==> src/rtl/seq_pkg.sv <==
// Shared types and opcode constants for the instruction sequencer.
// Assumes an 8-bit opcode field at the top of every instruction word.
package seq_pkg;

    localparam int OPC_W = 8;

    localparam logic [OPC_W-1:0] OPC_HOST_IN  = 8'h11;
    localparam logic [OPC_W-1:0] OPC_HOST_OUT = 8'h12;
    localparam logic [OPC_W-1:0] OPC_WEIGHTS  = 8'h20;
    localparam logic [OPC_W-1:0] OPC_MATMUL   = 8'h30;
    localparam logic [OPC_W-1:0] OPC_ACTIVATE = 8'h40;
    localparam logic [OPC_W-1:0] OPC_REPEAT   = 8'hF0;

    typedef enum logic [2:0] {
        KIND_NONE     = 3'd0,
        KIND_HOST_IN  = 3'd1,
        KIND_HOST_OUT = 3'd2,
        KIND_WEIGHTS  = 3'd3,
        KIND_MATMUL   = 3'd4,
        KIND_ACTIVATE = 3'd5
    } uop_kind_t;

    typedef enum logic [1:0] {
        CLS_ROWS    = 2'd0,
        CLS_SINGLE  = 2'd1,
        CLS_PREFIX  = 2'd2,
        CLS_ILLEGAL = 2'd3
    } instr_class_t;

    // Maps an opcode byte to the micro-op kind it produces.
    function automatic uop_kind_t opcode_kind(input logic [OPC_W-1:0] opc);
        case (opc)
            OPC_HOST_IN:  return KIND_HOST_IN;
            OPC_HOST_OUT: return KIND_HOST_OUT;
            OPC_WEIGHTS:  return KIND_WEIGHTS;
            OPC_MATMUL:   return KIND_MATMUL;
            OPC_ACTIVATE: return KIND_ACTIVATE;
            default:      return KIND_NONE;
        endcase
    endfunction

    // Sorts an opcode byte into its execution class.
    function automatic instr_class_t opcode_class(input logic [OPC_W-1:0] opc);
        case (opc)
            OPC_HOST_IN, OPC_HOST_OUT, OPC_MATMUL, OPC_ACTIVATE: return CLS_ROWS;
            OPC_WEIGHTS: return CLS_SINGLE;
            OPC_REPEAT:  return CLS_PREFIX;
            default:     return CLS_ILLEGAL;
        endcase
    endfunction

endpackage

==> src/rtl/seq_decode.sv <==
// Field extraction and classification of one instruction word.
// Purely combinational. It assumes the fields are packed from bit 0
// upward: input address, output address, length, flags, opcode.
module seq_decode
    import seq_pkg::*;
#(
    parameter int IN_AW  = 24,
    parameter int OUT_AW = 16,
    parameter int LEN_W  = 32,
    parameter int FLAG_W = 16,
    localparam int INSTR_W = IN_AW + OUT_AW + LEN_W + FLAG_W + OPC_W
) (
    input  logic [INSTR_W-1:0] instr,
    output logic [IN_AW-1:0]   in_addr,
    output logic [OUT_AW-1:0]  out_addr,
    output logic [LEN_W-1:0]   length,
    output logic [FLAG_W-1:0]  flags,
    output uop_kind_t          kind,
    output instr_class_t       cls,
    output logic               zero_len
);
    localparam int OUT_LSB = IN_AW;
    localparam int LEN_LSB = OUT_LSB + OUT_AW;
    localparam int FLG_LSB = LEN_LSB + LEN_W;
    localparam int OPC_LSB = FLG_LSB + FLAG_W;

    logic [OPC_W-1:0] opc;

    // Slice the word into its fields and classify the opcode.
    always_comb begin
        in_addr  = instr[IN_AW-1:0];
        out_addr = instr[OUT_LSB +: OUT_AW];
        length   = instr[LEN_LSB +: LEN_W];
        flags    = instr[FLG_LSB +: FLAG_W];
        opc      = instr[OPC_LSB +: OPC_W];
        kind     = opcode_kind(opc);
        cls      = opcode_class(opc);
        zero_len = (length == '0);
    end
endmodule

==> src/rtl/seq_repeat.sv <==
// Holds the pass count armed by a repeat prefix until the next
// instruction takes it. A later prefix overwrites an earlier one.
module seq_repeat #(
    parameter int LEN_W = 32
) (
    input  logic             clk,
    input  logic             rst_n,
    input  logic             arm,
    input  logic [LEN_W-1:0] arm_count,
    input  logic             take,
    output logic [LEN_W-1:0] extra_passes
);
    // Load on a prefix, clear when any other instruction consumes it.
    always_ff @(posedge clk) begin
        if (!rst_n) begin
            extra_passes <= '0;
        end else if (arm) begin
            extra_passes <= arm_count;
        end else if (take) begin
            extra_passes <= '0;
        end
    end
endmodule

==> src/rtl/seq_loop.sv <==
// Micro-op loop: steps the input and output addresses and counts the
// remaining rows down, restarting the pass while repeats remain.
// Assumes start is only raised while not running.
module seq_loop
    import seq_pkg::*;
#(
    parameter int IN_AW  = 24,
    parameter int OUT_AW = 16,
    parameter int LEN_W  = 32,
    parameter int FLAG_W = 16
) (
    input  logic              clk,
    input  logic              rst_n,
    input  logic              start,
    input  uop_kind_t         start_kind,
    input  logic              start_single,
    input  logic [IN_AW-1:0]  in_base,
    input  logic [OUT_AW-1:0] out_base,
    input  logic [LEN_W-1:0]  length,
    input  logic [FLAG_W-1:0] flags,
    input  logic [LEN_W-1:0]  passes,
    input  logic              uop_ready,
    output logic              busy,
    output uop_kind_t         kind,
    output logic [IN_AW-1:0]  in_ptr,
    output logic [OUT_AW-1:0] out_ptr,
    output logic [FLAG_W-1:0] flags_q,
    output logic              pass_last,
    output logic              done
);
    localparam logic [LEN_W-1:0] ONE = LEN_W'(1);

    logic [IN_AW-1:0]  in_base_q;
    logic [OUT_AW-1:0] out_base_q;
    logic [LEN_W-1:0]  pass_len;
    logic [LEN_W-1:0]  remain;
    logic [LEN_W-1:0]  passes_q;
    logic              step;

    // Handshake and end-of-pass decode.
    always_comb begin
        step      = busy && uop_ready;
        pass_last = (remain == ONE);
        done      = step && pass_last && (passes_q == '0);
    end

    // Load on start, then step one row per accepted micro-op.
    always_ff @(posedge clk) begin
        if (!rst_n) begin
            busy       <= 1'b0;
            kind       <= KIND_NONE;
            in_base_q  <= '0;
            out_base_q <= '0;
            in_ptr     <= '0;
            out_ptr    <= '0;
            flags_q    <= '0;
            pass_len   <= '0;
            remain     <= '0;
            passes_q   <= '0;
        end else if (start) begin
            busy       <= 1'b1;
            kind       <= start_kind;
            in_base_q  <= in_base;
            out_base_q <= out_base;
            in_ptr     <= in_base;
            out_ptr    <= out_base;
            flags_q    <= flags;
            pass_len   <= start_single ? ONE : length;
            remain     <= start_single ? ONE : length;
            passes_q   <= passes;
        end else if (step) begin
            if (pass_last) begin
                if (passes_q != '0) begin
                    passes_q <= passes_q - ONE;
                    in_ptr   <= in_base_q;
                    out_ptr  <= out_base_q;
                    remain   <= pass_len;
                end else begin
                    busy <= 1'b0;
                end
            end else begin
                in_ptr  <= in_ptr + 1'b1;
                out_ptr <= out_ptr + 1'b1;
                remain  <= remain - ONE;
            end
        end
    end
endmodule

==> src/rtl/accel_instr_seq.sv <==
// Top of the instruction sequencer. It fetches one word whenever the
// loop is idle, decodes it, and either arms a repeat, starts the loop,
// or retires at once (zero length or illegal opcode). The retire and
// error outputs are registered pulses.
module accel_instr_seq
    import seq_pkg::*;
#(
    parameter int IN_AW  = 24,
    parameter int OUT_AW = 16,
    parameter int LEN_W  = 32,
    parameter int FLAG_W = 16,
    localparam int INSTR_W = IN_AW + OUT_AW + LEN_W + FLAG_W + OPC_W
) (
    input  logic               clk,
    input  logic               rst_n,
    input  logic               ibuf_valid,
    input  logic [INSTR_W-1:0] ibuf_data,
    output logic               ibuf_ready,
    output logic               uop_valid,
    input  logic               uop_ready,
    output logic [2:0]         uop_kind,
    output logic [IN_AW-1:0]   uop_in_addr,
    output logic [OUT_AW-1:0]  uop_out_addr,
    output logic [FLAG_W-1:0]  uop_flags,
    output logic               uop_last,
    output logic               retire,
    output logic [2:0]         retire_kind,
    output logic               err
);
    logic [IN_AW-1:0]  d_in;
    logic [OUT_AW-1:0] d_out;
    logic [LEN_W-1:0]  d_len;
    logic [FLAG_W-1:0] d_flags;
    uop_kind_t         d_kind;
    instr_class_t      d_cls;
    logic              d_zero;

    logic              accept;
    logic              start_run;
    logic              arm_rep;
    logic              take_rep;
    logic              quick_retire;
    logic              illegal;
    logic [LEN_W-1:0]  extra_passes;

    logic              busy;
    uop_kind_t         loop_kind;
    logic              loop_done;

    logic              retire_q;
    uop_kind_t         retire_kind_q;
    logic              err_q;

    seq_decode #(
        .IN_AW(IN_AW), .OUT_AW(OUT_AW), .LEN_W(LEN_W), .FLAG_W(FLAG_W)
    ) u_decode (
        .instr    (ibuf_data),
        .in_addr  (d_in),
        .out_addr (d_out),
        .length   (d_len),
        .flags    (d_flags),
        .kind     (d_kind),
        .cls      (d_cls),
        .zero_len (d_zero)
    );

    // Dispatch decisions for the word offered this cycle.
    always_comb begin
        ibuf_ready   = !busy;
        accept       = ibuf_valid && ibuf_ready;
        illegal      = accept && (d_cls == CLS_ILLEGAL);
        arm_rep      = accept && (d_cls == CLS_PREFIX);
        take_rep     = accept && (d_cls != CLS_PREFIX);
        start_run    = accept && ((d_cls == CLS_SINGLE) ||
                                  ((d_cls == CLS_ROWS) && !d_zero));
        quick_retire = accept && (d_cls == CLS_ROWS) && d_zero;
    end

    seq_repeat #(.LEN_W(LEN_W)) u_repeat (
        .clk          (clk),
        .rst_n        (rst_n),
        .arm          (arm_rep),
        .arm_count    (d_len),
        .take         (take_rep),
        .extra_passes (extra_passes)
    );

    seq_loop #(
        .IN_AW(IN_AW), .OUT_AW(OUT_AW), .LEN_W(LEN_W), .FLAG_W(FLAG_W)
    ) u_loop (
        .clk          (clk),
        .rst_n        (rst_n),
        .start        (start_run),
        .start_kind   (d_kind),
        .start_single (d_cls == CLS_SINGLE),
        .in_base      (d_in),
        .out_base     (d_out),
        .length       (d_len),
        .flags        (d_flags),
        .passes       (extra_passes),
        .uop_ready    (uop_ready),
        .busy         (busy),
        .kind         (loop_kind),
        .in_ptr       (uop_in_addr),
        .out_ptr      (uop_out_addr),
        .flags_q      (uop_flags),
        .pass_last    (uop_last),
        .done         (loop_done)
    );

    // Completion and error pulses, one cycle after the deciding event.
    always_ff @(posedge clk) begin
        if (!rst_n) begin
            retire_q      <= 1'b0;
            retire_kind_q <= KIND_NONE;
            err_q         <= 1'b0;
        end else begin
            retire_q      <= loop_done || quick_retire || illegal;
            retire_kind_q <= loop_done ? loop_kind :
                             (quick_retire ? d_kind : KIND_NONE);
            err_q         <= illegal;
        end
    end

    // Drive the remaining outputs.
    always_comb begin
        uop_valid   = busy;
        uop_kind    = busy ? loop_kind : KIND_NONE;
        retire      = retire_q;
        retire_kind = retire_kind_q;
        err         = err_q;
    end
endmodule

==> config.mk <==
export PLATFORM = sky130hd
export DESIGN_NAME = accel_instr_seq
export DESIGN_NICKNAME = d
export VERILOG_FILES = /design/src/rtl/seq_pkg.sv /design/src/rtl/seq_decode.sv /design/src/rtl/seq_repeat.sv /design/src/rtl/seq_loop.sv /design/src/rtl/accel_instr_seq.sv
export SDC_FILE = /design/constraint.sdc
export NUM_CORES = 1
export LEC_CHECK = 0
export BUFFER_PORTS_ARGS = -buffer_cell sky130_fd_sc_hd__buf_2
export CAP_MARGIN = 20
export CORE_MARGIN = 1
export CORE_UTILIZATION = 50
export DETAILED_ROUTE_END_ITERATION = 12
export PLACE_DENSITY_LB_ADDON = 0.05
export SETUP_SLACK_MARGIN = 0.3
export SYNTH_ARGS = -nofsm -noshare
export SYNTH_HDL_FRONTEND = slang
export SYNTH_SLANG_ARGS = --single-unit
export TNS_END_PERCENT = 10
==> constraint.sdc <==
create_clock -name clk -period 3.2 [get_ports clk]
set_input_delay 0.64 -clock clk [delete_from_list [all_inputs] [get_ports clk]]
set_output_delay 0.64 -clock clk [all_outputs]
set_load 0.01 [all_outputs]
# --- Word-level counts from Yosys, hierarchy flattened ---
# Index checks and enable logic that the tools add are counted.
word_totals:
  regBits: 233
op_classes:
  eq_ne: 13
  addsub: 4
  n_mux: 28
  n_reduce_logical: 28
ops:
  columns: ["op", "n"]
  rows:
  - ["$mux 32", 11]
  - ["$mux 24", 4]
  - ["$logic_not 32->1", 2]
  - ["$mux 16", 4]
  - ["$sub 32x1->32 const B", 2]
  - ["$eq 32x1->1 const B", 1]
  - ["$reduce_bool 32->1", 1]
  - ["$add 24x1->24 const B", 1]
  - ["$add 16x1->16 const B", 1]
  - ["$eq 8x5->1 const B", 2]
  - ["$eq 8x6->1 const B", 2]
  - ["$pmux 3 s5", 1]
  - ["$logic_and 1x1->1", 11]
  - ["$mux 3", 3]
  - ["$eq 8x7->1 const B", 1]
  - ["$eq 8x8->1 const B", 1]
  - ["$reduce_bool 2->1", 4]
  - ["$pmux 2 s3", 1]
  - ["$reduce_and 3->1", 2]
  - ["$eq 2x2->1 const B", 2]
  - ["$mux 1", 4]
  - ["$ne 2x2->1 const B", 2]
  - ["$reduce_or 4->1", 1]
  - ["$logic_or 1x1->1", 3]
  - ["5 further kinds", 6]

# --- Logic depth before layout (Yosys ltp) ---
# Gate-level depths: netlist (run 1).
logic_depth:
  word_depth: 9
  depth_mapped: 11
  depth_no_buf: 9

# --- Modules after synthesis ---
# A second synthesis (run 1) with hierarchy kept.
hier_totals:
  cells_unflattened: 1563
  area_unflattened_um2: 12872.3
by_module_without_submodules:
  columns: ["module", "instances", "cells_per_inst", "seq_area_each_um2", "area_per_inst_um2"]
  rows:
  - ["seq_loop", 1, 1259, 3923.8, 10072.2]
  - ["seq_repeat", 1, 143, 640.6, 1619.1]
  - ["seq_decode", 1, 130, 0.0, 913.4]
  - ["accel_instr_seq", 1, 31, 100.1, 267.8]

# --- Worst setup path after synthesis (run 1) ---
# Ideal clock, no wire load.
synth_timing:
  path_type: "input to register"
  from: "in ibuf_data[93]"
  to: "reg u_loop.flags_q[0]"
  slack_ns: 0.632
  cell_stages: 10
  arrival_ns: 2.498
  t_required_ns: 3.130
  path_cell_list: "nor4b_1 and3_1 a211oi_1 o22ai_2 and2_1 clkbuf_1 buf_2 buf_1 nand2_1 a21oi_1"
synth_between:
  elab_chain_cells: 7
  word_cells_on_any_way: 13
synth_lines:
  columns: ["item", "line", "text"]
  rows:
  - ["from (decl)", "accel_instr_seq.sv:17", "input logic [INSTR_W-1:0] ibuf_data,"]
  - ["$eq 8x5->1 (tied with other cells)", "seq_pkg.sv:44", "case (opc)"]
  - ["$reduce_or 4->1", "seq_pkg.sv:44", null]
  - ["$pmux 2 s3 (*)", "seq_pkg.sv:44", null]
  - ["$logic_not 2->1", "accel_instr_seq.sv:75", "((d_cls == CLS_ROWS) && !d_zero));"]
  - ["$logic_and 1x1->1", "accel_instr_seq.sv:75", null]
  - ["$logic_or 1x1->1 (*)", "accel_instr_seq.sv:74", "start_run = accept && ((d_cls == CLS_SINGLE) ||"]
  - ["$logic_and 1x1->1 (*)", "accel_instr_seq.sv:74", null]
  - ["to (signal assigned)", "seq_loop.sv:67", "flags_q <= flags;"]
  - ["to (decl)", "seq_loop.sv:27", "output logic [FLAG_W-1:0] flags_q,"]
# Every way passes the cells marked *; elsewhere a longest branch is shown, timed or not.
# A chain may end at the register's enable or synchronous reset.

# --- Final worst setup path (run 1) ---
layout_timing:
  from: "reg u_loop.remain[16]"
  to: "out uop_last"
layout_between:
  elab_chain_cells: 1
layout_lines:
  columns: ["item", "line", "text"]
  rows:
  - ["from (decl)", "seq_loop.sv:36", "logic [LEN_W-1:0] remain;"]
  - ["from (signal assigned)", "seq_loop.sv:69", "remain <= start_single ? ONE : length;"]
  - ["from (signal assigned)", "seq_loop.sv:77", "remain <= pass_len;"]
  - ["from (signal assigned)", "seq_loop.sv:84", "remain <= remain - ONE;"]
  - ["$eq 32x1->1", "seq_loop.sv:43", "pass_last = (remain == ONE);"]
  - ["to (decl)", "accel_instr_seq.sv:25", "output logic uop_last,"]
# No other way between the ends.

==> summary.txt, run 1 <==
Pwr
  – Peak VDD IR: between 0.3 and 0.4 mV
  – Internal power: between 4000 and 5000 uW
  – Static Leak: 0.00535 uW
  – Combinational power share: 9.5%
  – Net Sw Frac: 24.3%
  – Switching power: between 1500 and 2000 uW
  – Clock share of power: between 40% and 50%
  – Sequential share of power: about 46%
  – Pwr dens: slightly below 500 nW/um^2

Finish
  – Share of layout cells above drive strength 1: 17.8%
  – Layout net count: 1670
  – Area Growth Syn to Fin: 19.4%
  – Antenna Cells: 0
  – Non-Filler Instances: approximately 1900

Floorplan
  – Initial core utilization: between 50 and 60%
  – Die H: 151 um
  – Site Rows: 54
  – Core ar.: roughly 22000 sq um
  – DIE AREA: roughly 23000 sq um
  – Die X: 151 um
  – Number of I/O pins: around 170

Routing
  – Via/cell ratio: approximately 6
  – WL met1: 15100 um
  – Drt wl/cell: 17.8 um
  – Initial DRC Count: 787
  – Drt drc: 0
  – WL final: about 33000 um
  – Vias: 11000
  – DRT Pass-1 Iters: 5
  – Routed length on met2: roughly 15000 um
  – Routed Antenna Nets: 0
  – Top Layer Used: met4
  – DR WL met3: roughly 1900 um

STA
  – Max-slew headroom: between 30% and 40%
  – Final Setup Violations: 0
  – Clock skew after layout: 0.00905 ns
  – Fmax achieved: about 0.36 GHz
  – Worst Tran Pin Value: about 0.95 ns
  – Final min period: between 2 and 3 ns
  – Setup TNS: 0 ns
  – Slew Limit Fails: 0
  – Fin crit share: a little under 90%
  – Count of final hold-check violations: 0
  – RSZ-0062 raised after global routing: true

Logic synthesis
  – Flops & latches, synth: approximately 230
  – Cell variety after synth: roughly 60
  – Synth warn: 0
  – Syn Inst Count: approximately 1400
  – Number of synthesized flops with an enable pin: 0
  – Ys async rst share: 0%
  – Syn_nets: around 1500
  – Area leader, netlist: dfxtp_1
  – Post-Syn Area: between 10000 and 15000 sq um
  – Top_reg_cell synth: dfxtp_1
  – Sequential-to-total area share from yosys stat: 41.9%
  – Top-area cell type share of the netlist area: 41.9%
  – Main area contributors after synthesis: dfxtp_1 42%, nand2_1 9.1%, a21oi_1 6.8%
  – Synthesized area per cell: between 7 and 8 sq um

Clocking
  – Longest Clk Path Bufs: 3
  – CTS tree: built
  – Hold buffers post-CTS: 0
  – Skew-Pair Late Insertion Delay: 0.52 ns
  – H-Tree Depth: 1
  – Root Driver: clkbuf_16
  – CTS Buf Count: 26
  – CTS sink count: around 230
  – Clock transition at path regs: roughly 0.060 ns

Placement
  – Cells after DPL: around 1800
  – Post-DP HPWL: around 23000 um
  – Port bufs: 166
  – Global placer's final weighted congestion: 0.909

Critical path
  – Critical Setup Path Class: register to output port
  – Endpoint class of the critical path: output port
  – Worst Path Required: between 2 and 3 ns
  – CP startpoint: u_loop.remain[16]$_SDFFE_PN0P_
  – Data arrival, critical path: 2.17 ns
  – RR Startpoint: u_loop.remain[1]$_SDFFE_PN0P_
  – Max FO, Critical Path: 7
  – Startpoint types: register

Global routing
  – Number of global-route vias before repair: just under 10000
  – Largest net degree at the start of global routing: 92
  – Initial antenna violation count: 0
  – First-pass GRT wire length: slightly above 50000 um
  – GRT Util Overall: 28.5%
  – Grt ovf: 0

Worst hold path
  – Hold Path Origin: ibuf_data[72]
  – Hold WC Path Type: primary input to register

Run
  – Max Cap Violations: 0

Run status
  – Status: complete, no violations
[synth_stat cells, types with 7 or more instances]
master	n
a31oi_1	55
a22oi_1	37
inv_1	12
nand2_1	271
nand3_1	30
clkbuf_1	81
xnor2_1	43
nor2_1	88
nor4_1	27
o21ai_0	111
nor3_1	38
and3_1	13
or4_1	12
o211ai_1	55
dfxtp_1	233
a211oi_1	7
or3_1	9
xor2_1	24
a21oi_1	152
buf_2	15
nand4_1	15
[path summary, 6_finish.rpt]
path	slack [ns]	cells after the start	end
worst max-delay path	0.39	5	uop_last
worst min-delay path	0.36	3	u_loop.flags_q[0]$_SDFFE_PN0P_
worst max register to register	0.40	12	u_loop.in_ptr[2]$_SDFFE_PN0P_
worst min register to register	0.45	2	u_loop.flags_q[2]$_SDFFE_PN0P_
[timing repair]
action	CTS	global route
resized for setup	3	5
pin swaps	1	4
setup buffers	0	5
endpoints found under the setup margin	28	41
[worst max-delay path, cell delays in order (launching register included)]
cell	delay (ns)
dfxtp_1	0.38
nor4_2	0.40
buf_4	0.21
nand2_1	0.08
nor4_4	0.38
buf_2	0.20
[layer usage]
metal  GRT usage (%)  vias to the layer above
li1                -                     5410
met1            39.9                     5208
met2            45.7                      349
met3            3.77                       56
met4            8.60                        0
met5               0                        -
[state kept, by name, summed over array words and instances (netlist names)]
signal	flops
u_loop.busy	1
u_loop.passes_q	32
u_loop.in_ptr	24
u_loop.remain	32
retire_kind	3
err	1
u_loop.flags_q	16
u_loop.out_ptr	16
u_loop.kind	3
u_loop.in_base_q	24
u_repeat.extra_passes	32
retire	1
u_loop.pass_len	32
u_loop.out_base_q	16
[per-stage QoR]
step / setup WS [ns] / hold slack (ns) / instance area [sq um] / power (uW) / util [%]
after floorplan: 0.632 / 0.433 / 11100 / 3390 / -
after global placement: 0.261 / 0.439 / 12400 / 3610 / 56.8
after detailed placement: 0.193 / 0.447 / 12400 / 3610 / 56.8
after CTS: 0.253 / 0.339 / 13200 / 6460 / 60.6
after global routing: 0.200 / 0.356 / 13300 / 6660 / 60.9
final: 0.388 / 0.356 / 13300 / 6430 / 60.9
[logic make-up after synthesis]
logic type	Yosys count	synth area share, %
AOI/OAI and AO/OA	455	24.8
xor gates and xnor gates	67	5.27
adders and majority gates	6	0.675
buffers and inverters	114	4.18
DFF	233	41.9
muxes	3	0.270
and+or+nand+nor	541	22.9
[cell type report]
| class | count | area (sq um) |
|---|---|---|
| Clock buffer | 40 | 795 |
| Sequential cell | 233 | 4670 |
| Multi-Input combinational cell | 1072 | 6060 |
| Clock inverter | 4 | 20.0 |
| Inverter | 13 | 51.3 |
| Timing Repair Buffer | 218 | 1340 |
| Fill cell | 1959 | 8540 |
| Tap cell | 280 | 350 |
[power groups by stage]
stage	clock (uW)	sequential (uW)	combinational [uW]
final	2860	2960	612
after global routing	3030	2960	669
after CTS	2900	2960	601
after detailed placement	0	3020	593
after global placement	0	3020	590
after floorplan	0	3020	367
[layout by cell type, fill, tap and decap left out, types with 3 or more instances in the layout]
cell and count:
a21o_1 3, inv_1 12, a31oi_1 55, a211oi_1 7, a21oi_1 152, clkbuf_16 27
and2_1 5, o211a_1 6, o211ai_1 55, nor4_1 26, clkbuf_8 7, o221ai_1 3
a22oi_1 37, buf_2 166, mux2i_1 3, nand2_1 270, nor4_4 4, nand3_1 29
o21a_1 6, xor2_1 24, or3_1 8, nor4_2 3, nor4b_1 3, o41ai_1 3
nor3b_1 4, clkbuf_1 6, or4_1 12, clkinv_2 4, xnor2_1 43, o21ai_0 110
nor3_1 37, nand4_1 15, and3_1 13, dfxtp_1 232, a221oi_1 3, nor2_1 87
buf_12 9, ha_1 6, buf_4 42
Note: power is estimated with default switching activity, not from simulation.
==> run 2, diff against run 1 <==
--- a/config.mk
+++ b/config.mk
@@ -10,7 +10,7 @@
 export CORE_MARGIN = 1
 export CORE_UTILIZATION = 50
 export DETAILED_ROUTE_END_ITERATION = 12
-export PLACE_DENSITY_LB_ADDON = 0.05
+export PLACE_DENSITY = 0.81
 export SETUP_SLACK_MARGIN = 0.3
 export SYNTH_ARGS = -nofsm -noshare
 export SYNTH_HDL_FRONTEND = slang
==> run 2 against run 1 <==
Effect of this change: non-clock buffer count is 5 lower; clock skew hardly changed; design area is 0.31% higher; flip-flop and latch count stayed put; sequential share of layout area is 0.12 points lower; die area stayed put.
==> summary.txt, run 2 (synthesized netlist as in run 1, its figures left out) <==
Routing
  – WL final: approximately 32000 um
  – Via/cell ratio: 5.99
  – Routed Antenna Nets: 0
  – DRT Pass-1 Iters: 5
  – Vias: between 10000 and 15000
  – Initial DRC Count: ~860
  – Drt drc: 0
  – Drt wl/cell: around 17 um

Critical path
  – Critical Setup Path Class: register to output port
  – Slowest CP cell: nor4_2
  – Data arrival, critical path: between 2 and 2.5 ns
  – Worst Path Required: between 2 and 3 ns
  – Max FO, Critical Path: 11
  – Endpoint class of the critical path: output port
  – Worst path max stage delay: ~0.39 ns
  – Startpoint types: register
  – CP cell instances: nor4_2, nand2_1, buf_4, nor4_4, buf_2

STA
  – Max-slew headroom: between 40% and 50%
  – Count of final hold-check violations: 0
  – Fin crit share: about nine tenths
  – Fmax achieved: 0.348 GHz
  – Slew Limit Fails: 0
  – Final min period: between 2 and 3 ns
  – Worst Tran Pin Value: approximately 0.87 ns
  – RSZ-0062 raised after global routing: true
  – Worst Hold Slack: 0.345 ns
  – Setup TNS: 0 ns
  – Clock skew after layout: around 0.0094 ns
  – Final Setup Violations: 0

Global routing
  – GRT Util Overall: a little over a quarter
  – Number of global-route vias before repair: around 10000
  – Initial antenna violation count: 0
  – Grt ovf: 0
  – Largest net degree at the start of global routing: 94
  – First-pass GRT wire length: approximately 50000 um

Finish
  – Most frequent cells in the layout: 270 x nand2_1, 233 x dfxtp_1, 166 x buf_2
  – Sequential Area: roughly 4700 sq um
  – Antenna Cells: 0
  – Share of layout cells above drive strength 1: 17.7%
  – Layout net count: between 1500 and 2000
  – Leading cell type in the layout, fill and taps excluded: nand2_1
  – Area Growth Syn to Fin: 19.8%
  – Filler Cells Inserted: between 1500 and 2000
  – Final core utilization: approximately three fifths
  – Area of the multi-input gates: approximately 6100 sq um
  – Non-Filler Instances: 1857

Floorplan
  – Site Rows: between 50 and 60
  – DIE AREA: roughly 23000 sq um
  – Number of I/O pins: ~170
  – Die H: approximately 150 um
  – Initial core utilization: around half
  – Core ar.: about 22000 sq um
  – Die X: 151 um

Placement
  – Post-DP HPWL: approximately 21000 um
  – Global placer's final weighted congestion: 0.895
  – Cells after DPL: ~1800
  – Port bufs: 166

Clocking
  – Clock transition at path regs: 0.06 ns
  – Skew-Pair Late Insertion Delay: about 0.53 ns
  – CTS sink count: roughly 230
  – CTS Buf Count: 26
  – H-Tree Depth: 1
  – Root Driver: clkbuf_16
  – Hold buffers post-CTS: 0
  – CTS tree: built
  – Longest Clk Path Bufs: 3

Pwr
  – Pwr Total: approximately 6500 uW
  – Pwr dens: between 400 and 500 nW/um^2
  – Peak VDD IR: 0.343 mV
  – Static Leak: 0.00536 uW

Run status
  – Status: complete, no violations

Worst hold path
  – Hold WC Path Type: primary input to register

Run
  – Max Cap Violations: 0
run 2: final timing paths:
path | from | to | slack [ns] | depth (start not counted)
worst max register to register | u_loop.remain[0]$_SDFFE_PN0P_ | u_loop.remain[22]$_SDFFE_PN0P_ | 0.43 | 9
worst max-delay path | u_loop.remain[9]$_SDFFE_PN0P_ | uop_last | 0.33 | 5
worst min-delay path | ibuf_data[86] | u_loop.flags_q[14]$_SDFFE_PN0P_ | 0.34 | 3
worst min register to register | u_loop.flags_q[12]$_SDFFE_PN0P_ | u_loop.flags_q[12]$_SDFFE_PN0P_ | 0.45 | 2
run 2: repair_timing:
item | 4_1_cts | 5_1_grt
gates resized for setup | 1 | 4
setup buffers | 1 | 6
hold endpoints to repair | 0 | 0
pin swaps | 1 | 3
setup endpoints to repair | 1 | 94
run 2: worst max-delay path: cells and delay by family, from the launching register on:
| family | cells | cell delay, ns |
|---|---|---|
| buffers and inverters | 2 | 0.42 |
| and+or+nand+nor | 3 | 0.90 |
| DFF | 1 | 0.38 |
run 2: layout make-up:
type                    count  share of cell area, %
repair buffers            213                   10.1
clock inverters             9                  0.714
flip-flops and latches    233                   35.0
multi-input cells        1072                   45.5
clock buffers              37                   5.65
well taps                 280                   2.63
inverters                  13                  0.385
run 2: per-layer routing:
layer | wire length [um] | GRT usage [%]
met5 | 0 | 0
met4 | 960 | 10.4
met2 | 14900 | 45.3
met3 | 2310 | 4.13
met1 | 13400 | 34.4
run 2: report_power, final:
part	internal (uW)	total (uW)	switching, uW
Sequential	2930	2960	29.9
Clock	1790	2980	1190
Combinational	245	603	357
Total	4960	6540	1580
run 2: through the flow:
stage / setup WS [ns] / instance area (sq um)
final: 0.325 / 13300
after global routing: 0.237 / 13300
after CTS: 0.354 / 13300
after detailed placement: 0.338 / 12400
after global placement: 0.360 / 12400
after floorplan: 0.632 / 11100
